===== config.mk =====
export PLATFORM = sky130hd
export DESIGN_NAME = ofl_loader
export DESIGN_NICKNAME = d
export VERILOG_FILES = /design/src/rtl/ofl_pkg.sv /design/src/rtl/ofl_mode_capture.sv /design/src/rtl/ofl_par_capture.sv /design/src/rtl/ofl_ser_shifter.sv /design/src/rtl/ofl_loader.sv
export SDC_FILE = /design/constraint.sdc
export NUM_CORES = 1
export LEC_CHECK = 0
export ABC_AREA = 1
export BUFFER_PORTS_ARGS = -buffer_cell sky130_fd_sc_hd__buf_4
export CELL_PAD_IN_SITES_DETAIL_PLACEMENT = 1
export CELL_PAD_IN_SITES_GLOBAL_PLACEMENT = 1
export CORE_AREA = 2 2 84 86
export DETAILED_ROUTE_END_ITERATION = 6
export DIE_AREA = 0 0 86 88
export HOLD_SLACK_MARGIN = 0.1
export PLACE_DENSITY_LB_ADDON = 0.1
export SLEW_MARGIN = 10
export SYNTH_ARGS = -nofsm -noshare
export SYNTH_HDL_FRONTEND = slang
export SYNTH_HIERARCHICAL = 1
export SYNTH_SLANG_ARGS = --single-unit

===== constraint.sdc =====
create_clock -name clk -period 2.6 [get_ports clk]
set_input_delay 0.65 -clock clk [delete_from_list [all_inputs] [get_ports clk]]
set_output_delay 0.65 -clock clk [all_outputs]
set_load 0.1 [all_outputs]

===== src/rtl/ofl_pkg.sv =====
// Package: shared mode encoding for the flag-offset loader.
// Assumes a two-bit mode field; both codes with the top bit set mean serial.
package ofl_pkg;
    typedef enum logic [1:0] {
        OFL_PRESET   = 2'b00,
        OFL_PARALLEL = 2'b01,
        OFL_SERIAL   = 2'b10,
        OFL_SERIAL_B = 2'b11
    } ofl_mode_e;

    // True for either serial code.
    function automatic logic is_serial(input ofl_mode_e m);
        return m[1];
    endfunction
endpackage


===== src/rtl/ofl_mode_capture.sv =====
// Module: ofl_mode_capture
// Latches the mode pins on every edge while master reset is low, so the value
// from the last reset edge is held afterwards. Assumes synchronous reset.
module ofl_mode_capture
    import ofl_pkg::*;
(
    input  logic      clk,
    input  logic      rst_n,
    input  logic [1:0] mode_pins,
    output ofl_mode_e mode_q
);
    // Follow the pins during reset, freeze once reset is released.
    always_ff @(posedge clk) begin
        if (!rst_n) begin
            mode_q <= ofl_mode_e'(mode_pins);
        end
    end
endmodule


===== src/rtl/ofl_par_capture.sv =====
// Module: ofl_par_capture
// Takes two accepted bus words in order: slot 0 (Y) then slot 1 (X), each
// from the low bits of the bus. Assumes the caller gates `accept` with mode,
// partial reset and completion; cleared only by master reset.
module ofl_par_capture #(
    parameter int OFS_W = 11,
    parameter int BUS_W = 36
) (
    input  logic             clk,
    input  logic             rst_n,
    input  logic             accept,
    input  logic [BUS_W-1:0] data,
    output logic [OFS_W-1:0] y_val,
    output logic [OFS_W-1:0] x_val,
    output logic             last
);
    localparam int NSLOT = 2;

    logic             idx;
    logic [OFS_W-1:0] slot [NSLOT];

    // Advance the slot index on each accepted word.
    always_ff @(posedge clk) begin
        if (!rst_n)      idx <= 1'b0;
        else if (accept) idx <= 1'b1;
    end

    // One offset register per slot, loaded when its turn comes.
    for (genvar g = 0; g < NSLOT; g++) begin : g_slot
        always_ff @(posedge clk) begin
            if (!rst_n)
                slot[g] <= '0;
            else if (accept && (idx == 1'(g)))
                slot[g] <= data[OFS_W-1:0];
        end
    end

    assign y_val = slot[0];
    assign x_val = slot[1];
    assign last  = accept && idx;
endmodule


===== src/rtl/ofl_ser_shifter.sv =====
// Module: ofl_ser_shifter
// Shifts serial bits MSB first: the first OFS_W bits into Y, the next OFS_W
// into X. Assumes `accept` is already qualified with the shift enable.
module ofl_ser_shifter #(
    parameter int OFS_W = 11
) (
    input  logic             clk,
    input  logic             rst_n,
    input  logic             accept,
    input  logic             bit_in,
    output logic [OFS_W-1:0] y_val,
    output logic [OFS_W-1:0] x_val,
    output logic             last
);
    localparam int NBITS = 2 * OFS_W;
    localparam int CW    = $clog2(NBITS + 1);

    logic [CW-1:0] cnt;
    logic          in_y;

    assign in_y = (cnt < CW'(OFS_W));
    assign last = accept && (cnt == CW'(NBITS - 1));

    // Count accepted bits.
    always_ff @(posedge clk) begin
        if (!rst_n)      cnt <= '0;
        else if (accept) cnt <= cnt + 1'b1;
    end

    // Shift into Y during the first half, into X during the second.
    always_ff @(posedge clk) begin
        if (!rst_n) begin
            y_val <= '0;
            x_val <= '0;
        end else if (accept) begin
            if (in_y) y_val <= {y_val[OFS_W-2:0], bit_in};
            else      x_val <= {x_val[OFS_W-2:0], bit_in};
        end
    end
endmodule


===== src/rtl/ofl_loader.sv =====
// Module: ofl_loader (top)
// Loads the almost-full (Y) and almost-empty (X) offsets after master reset
// from the source chosen by the latched mode, and holds input-ready low until
// done. Partial reset drops input-ready but keeps the offsets. Assumes both
// resets are synchronous and active low; master reset has priority.
module ofl_loader
    import ofl_pkg::*;
#(
    parameter int OFS_W      = 11,
    parameter int BUS_W      = 36,
    parameter int PRESET_VAL = 8
) (
    input  logic             clk,
    input  logic             rst_n,
    input  logic             prs_n,
    input  logic [1:0]       mode_sel,
    input  logic             ser_data,
    input  logic             ser_en,
    input  logic             csel_n,
    input  logic             wr_sel,
    input  logic             mbox_sel,
    input  logic             port_en,
    input  logic [BUS_W-1:0] wdata,
    output logic             in_ready,
    output logic             fifo_wr,
    output logic [OFS_W-1:0] x_offset,
    output logic [OFS_W-1:0] y_offset
);
    localparam logic [OFS_W-1:0] PRESET_OFS = OFS_W'(PRESET_VAL);

    ofl_mode_e        mode_q;
    logic             cfg_done;
    logic             loading;
    logic             bus_qual;
    logic             par_acc, ser_acc, preset_hit;
    logic             par_last, ser_last, done_set;
    logic [OFS_W-1:0] par_y, par_x, ser_y, ser_x;

    ofl_mode_capture u_mode (
        .clk       (clk),
        .rst_n     (rst_n),
        .mode_pins (mode_sel),
        .mode_q    (mode_q)
    );

    assign bus_qual   = !csel_n && wr_sel && !mbox_sel && port_en;
    assign loading    = prs_n && !cfg_done;
    assign par_acc    = loading && (mode_q == OFL_PARALLEL) && bus_qual;
    assign ser_acc    = loading && is_serial(mode_q) && ser_en;
    assign preset_hit = loading && (mode_q == OFL_PRESET);
    assign done_set   = preset_hit || par_last || ser_last;

    ofl_par_capture #(.OFS_W(OFS_W), .BUS_W(BUS_W)) u_par (
        .clk    (clk),
        .rst_n  (rst_n),
        .accept (par_acc),
        .data   (wdata),
        .y_val  (par_y),
        .x_val  (par_x),
        .last   (par_last)
    );

    ofl_ser_shifter #(.OFS_W(OFS_W)) u_ser (
        .clk    (clk),
        .rst_n  (rst_n),
        .accept (ser_acc),
        .bit_in (ser_data),
        .y_val  (ser_y),
        .x_val  (ser_x),
        .last   (ser_last)
    );

    // Remember that configuration finished; only master reset clears it.
    always_ff @(posedge clk) begin
        if (!rst_n)        cfg_done <= 1'b0;
        else if (done_set) cfg_done <= 1'b1;
    end

    // Input-ready: low in either reset, high once configuration is complete.
    always_ff @(posedge clk) begin
        if (!rst_n || !prs_n) in_ready <= 1'b0;
        else                  in_ready <= cfg_done || done_set;
    end

    // Choose the offset source for the latched mode.
    always_comb begin
        unique case (mode_q)
            OFL_PRESET: begin
                x_offset = cfg_done ? PRESET_OFS : '0;
                y_offset = cfg_done ? PRESET_OFS : '0;
            end
            OFL_PARALLEL: begin
                x_offset = par_x;
                y_offset = par_y;
            end
            default: begin
                x_offset = ser_x;
                y_offset = ser_y;
            end
        endcase
    end

    assign fifo_wr = bus_qual && in_ready;
endmodule



==> results.md <==
* Status: finished clean
* Post_cts resized at 0
* Switch share at 30.4%
* Area delta synth->final at 15.9%
* Period utilisation layout at 89.7%
* DRT antenna net count at 0
* Mapped cell area at 2570 sq um
* Combinational share of power at 18.0%
* Buf/Inv on CP at 2
* Sequential share of power at 54.7%
* IO Pins at 71
* Worst EP arrival at 1.68 ns
* Crit Path Max Fanout at 24
* CTS root buf: clkbuf_8
* Startpoint types: flip-flop
* Seq/Total Area, Yosys at 51.5%
* Power per Cell Area at 572 nW/um^2
* Crit path cell chain: buf_4, nor2_1, nand2_1, nand3_1, buf_4
* Routed WL at 6260 um
* Layout Utilization at 44.8%
* Max cap viols at 0
* DR iter-0 viols at 125
* Yosys warns at 6
* Worst-margin pin slew at 0.524 ns
* Endpoints failing setup at 0
* Hold-fix buffers, CTS at 0
* Fmax at 429 MHz
* Dpl hpwl at 4530 um
* Worst hold path class: reg2reg
* Setup Skew at 0.00866 ns
* Total number of vias at 2163
* Syn avg cell area at 7.55 sq um
* Rel. slew slack at 65.0%
* Post-Synthesis Net Count at 389
* Number of global-route vias before repair at 2120
* Htree depth at 2
* CORE AREA at 6640 sq um
* CTS tree: built
* Post-CTS Setup Bufs at 0
* Starting Density at 38.6%
* P_leak at 1.48 nW
* Max clock buf depth at 2
* Worst hold slack at 0.500 ns
* Final Net Count at 427
* Post-synthesis sequential element count at 54
* Via/cell ratio at 4.71
* IO Port Bufs at 45
* Pre-CTS setup slack at 0.339 ns
* Drt first pass iters at 4
* DP Area at 2890 sq um
* Share of cells above drive strength 1 at 15.8%
* Critical path required time at 1.95 ns
* Setup_tns at 0 ns
* Drt wl/cell at 13.6 um
* Die ar. at 7570 sq um
* Hold Vio Cnt, Final at 0
* RD Place Congestion at 0.706
* Crit-path most repeated cell: buf_4
* First-pass GRT wire length at 10500 um
* Cell-internal power at 1.18 mW
* Critical Path Sink Type: primary output
* Delay-heaviest family, CP: buffers and inverters
* N_diodes at 0
* Clk network pwr share at 27.4%
* Largest net degree at the start of global routing at 36
* Die width at 86 um
* Overall global routing resource usage at 17.9%
* Clk Latency, worst-skew pair at 0.31 ns
* Drt drc at 0
* Reg clk slew, reported paths at 0.09 ns
* Final slew viol count at 0
* Final worst path period need at 2.33 ns
* CTS buffer count at 5
* GR Overflow Total at 0
* Clk sinks at 54
* Die Span Y at 88 um
* VDD IR-drop max at 258 uV
* # rows at 30
* Mapped Cells at 340
* Fin worst setup slack at 0.268 ns
* Setup CP Type: reg2out
* Netlist cell types at 20
* RSZ-0062 raised after global routing: false
* Initial antenna violation count at 0
* Design area at 2980 sq um
* Critical-path top delay cell: edfxtp_1
* Sw power at 0.517 mW
* Slowest cell delay on critical path at 0.48 ns
==> area by class of cell <==
class                   instances  area, sq um
well taps                      80          100
flip-flops and latches         54         1320
multi-input cells             226          951
inverters                      43          161
fillers                       842         3670
repair buffers                 48          360
clock buffers                   8         81.3
==> synth_stat cells <==
| cell type | instances | area [sq um] |
|---|---|---|
| a21oi_1 | 16 | 80.1 |
| nand3_1 | 18 | 90.1 |
| nand3_2 | 1 | 10.0 |
| ha_1 | 2 | 25.0 |
| inv_1 | 42 | 158 |
| dfxtp_1 | 30 | 601 |
| buf_4 | 3 | 22.5 |
| and3_1 | 1 | 6.26 |
| buf_1 | 1 | 3.75 |
| nor2_1 | 68 | 255 |
| nor2_8 | 1 | 20.0 |
| edfxtp_1 | 24 | 721 |
| nand2_1 | 111 | 417 |
| o21ai_0 | 3 | 15.0 |
| nor3_1 | 2 | 10.0 |
| inv_2 | 1 | 3.75 |
| o21a_1 | 1 | 7.51 |
| nand2_2 | 2 | 12.5 |
| buf_6 | 7 | 78.8 |
| buf_2 | 6 | 30.0 |
==> path summary, 6_finish.rpt <==
kind / startpoint / endpoint / slack [ns] / cells after the start
max: u_mode/mode_q[1]$_DFFE_PN_ / y_offset[3] / 0.27 / 5
min: u_ser/y_val[10]$_SDFFE_PN0P_ / u_ser/y_val[10]$_SDFFE_PN0P_ / 0.50 / 2
min reg2reg: u_ser/y_val[10]$_SDFFE_PN0P_ / u_ser/y_val[10]$_SDFFE_PN0P_ / 0.50 / 2
max reg2reg: u_mode/mode_q[1]$_DFFE_PN_ / u_par/slot[1][3]$_SDFFCE_PN0P_ / 0.49 / 5
==> power by group through the flow <==
| stage | combinational (mW) | clock [mW] | sequential, mW |
|---|---|---|---|
| after global placement | 0.305 | 0 | 0.949 |
| after CTS | 0.310 | 0.485 | 0.931 |
| after global routing | 0.328 | 0.517 | 0.935 |
| final | 0.306 | 0.466 | 0.930 |
| after floorplan | 0.234 | 0 | 0.947 |
| after detailed placement | 0.309 | 0 | 0.950 |
==> metrics by stage <==
stage / cells / power [mW]
final: 459 / 1.70
after global routing: 459 / 1.78
after CTS: 459 / 1.73
after detailed placement: 451 / 1.26
after global placement: 451 / 1.25
after floorplan: 340 / 1.18
==> placed cells by master (no fill, tap or decap), drive strengths merged <==
cell	count
a21oi	16
clkbuf	8
dfxtp	30
inv	43
buf	48
nor3	2
nand3	19
and3	1
o21a	1
nor2	69
edfxtp	24
nand2	113
o21ai	3
ha	2
==> registers in the layout, summed over array words and instances (netlist names) <==
register	count
u_ser/y_val	11
u_ser/cnt	5
cfg_done	1
u_mode/mode_q	2
u_par/idx	1
in_ready	1
u_ser/x_val	11
u_par/slot	22
==> worst register-to-register path, delay by kind of cell (launching register included) <==
family / cells / cell delay, ns
AND/OR/NAND/NOR: 5 / 1.28
flip-flops: 1 / 0.48
==> cells by family after synthesis <==
logic type | count (synthesis) | synth area share [%]
fa+ha+maj | 2 | 0.975
flops | 54 | 51.5
simple gates | 204 | 32.0
buf+inv | 60 | 11.6
compound gates | 20 | 4.00
==> metal layers <==
layer / track usage, % / routed length [um] / vias up
met1: 25.5 / 3080 / 1017
met4: 5.19 / 57 / 0
li1: - / - / 1104
met3: 2.92 / 182 / 4
met2: 28.2 / 2940 / 38
met5: 0 / 0 / -
No activity file was read; power rests on OpenSTA's default activity.
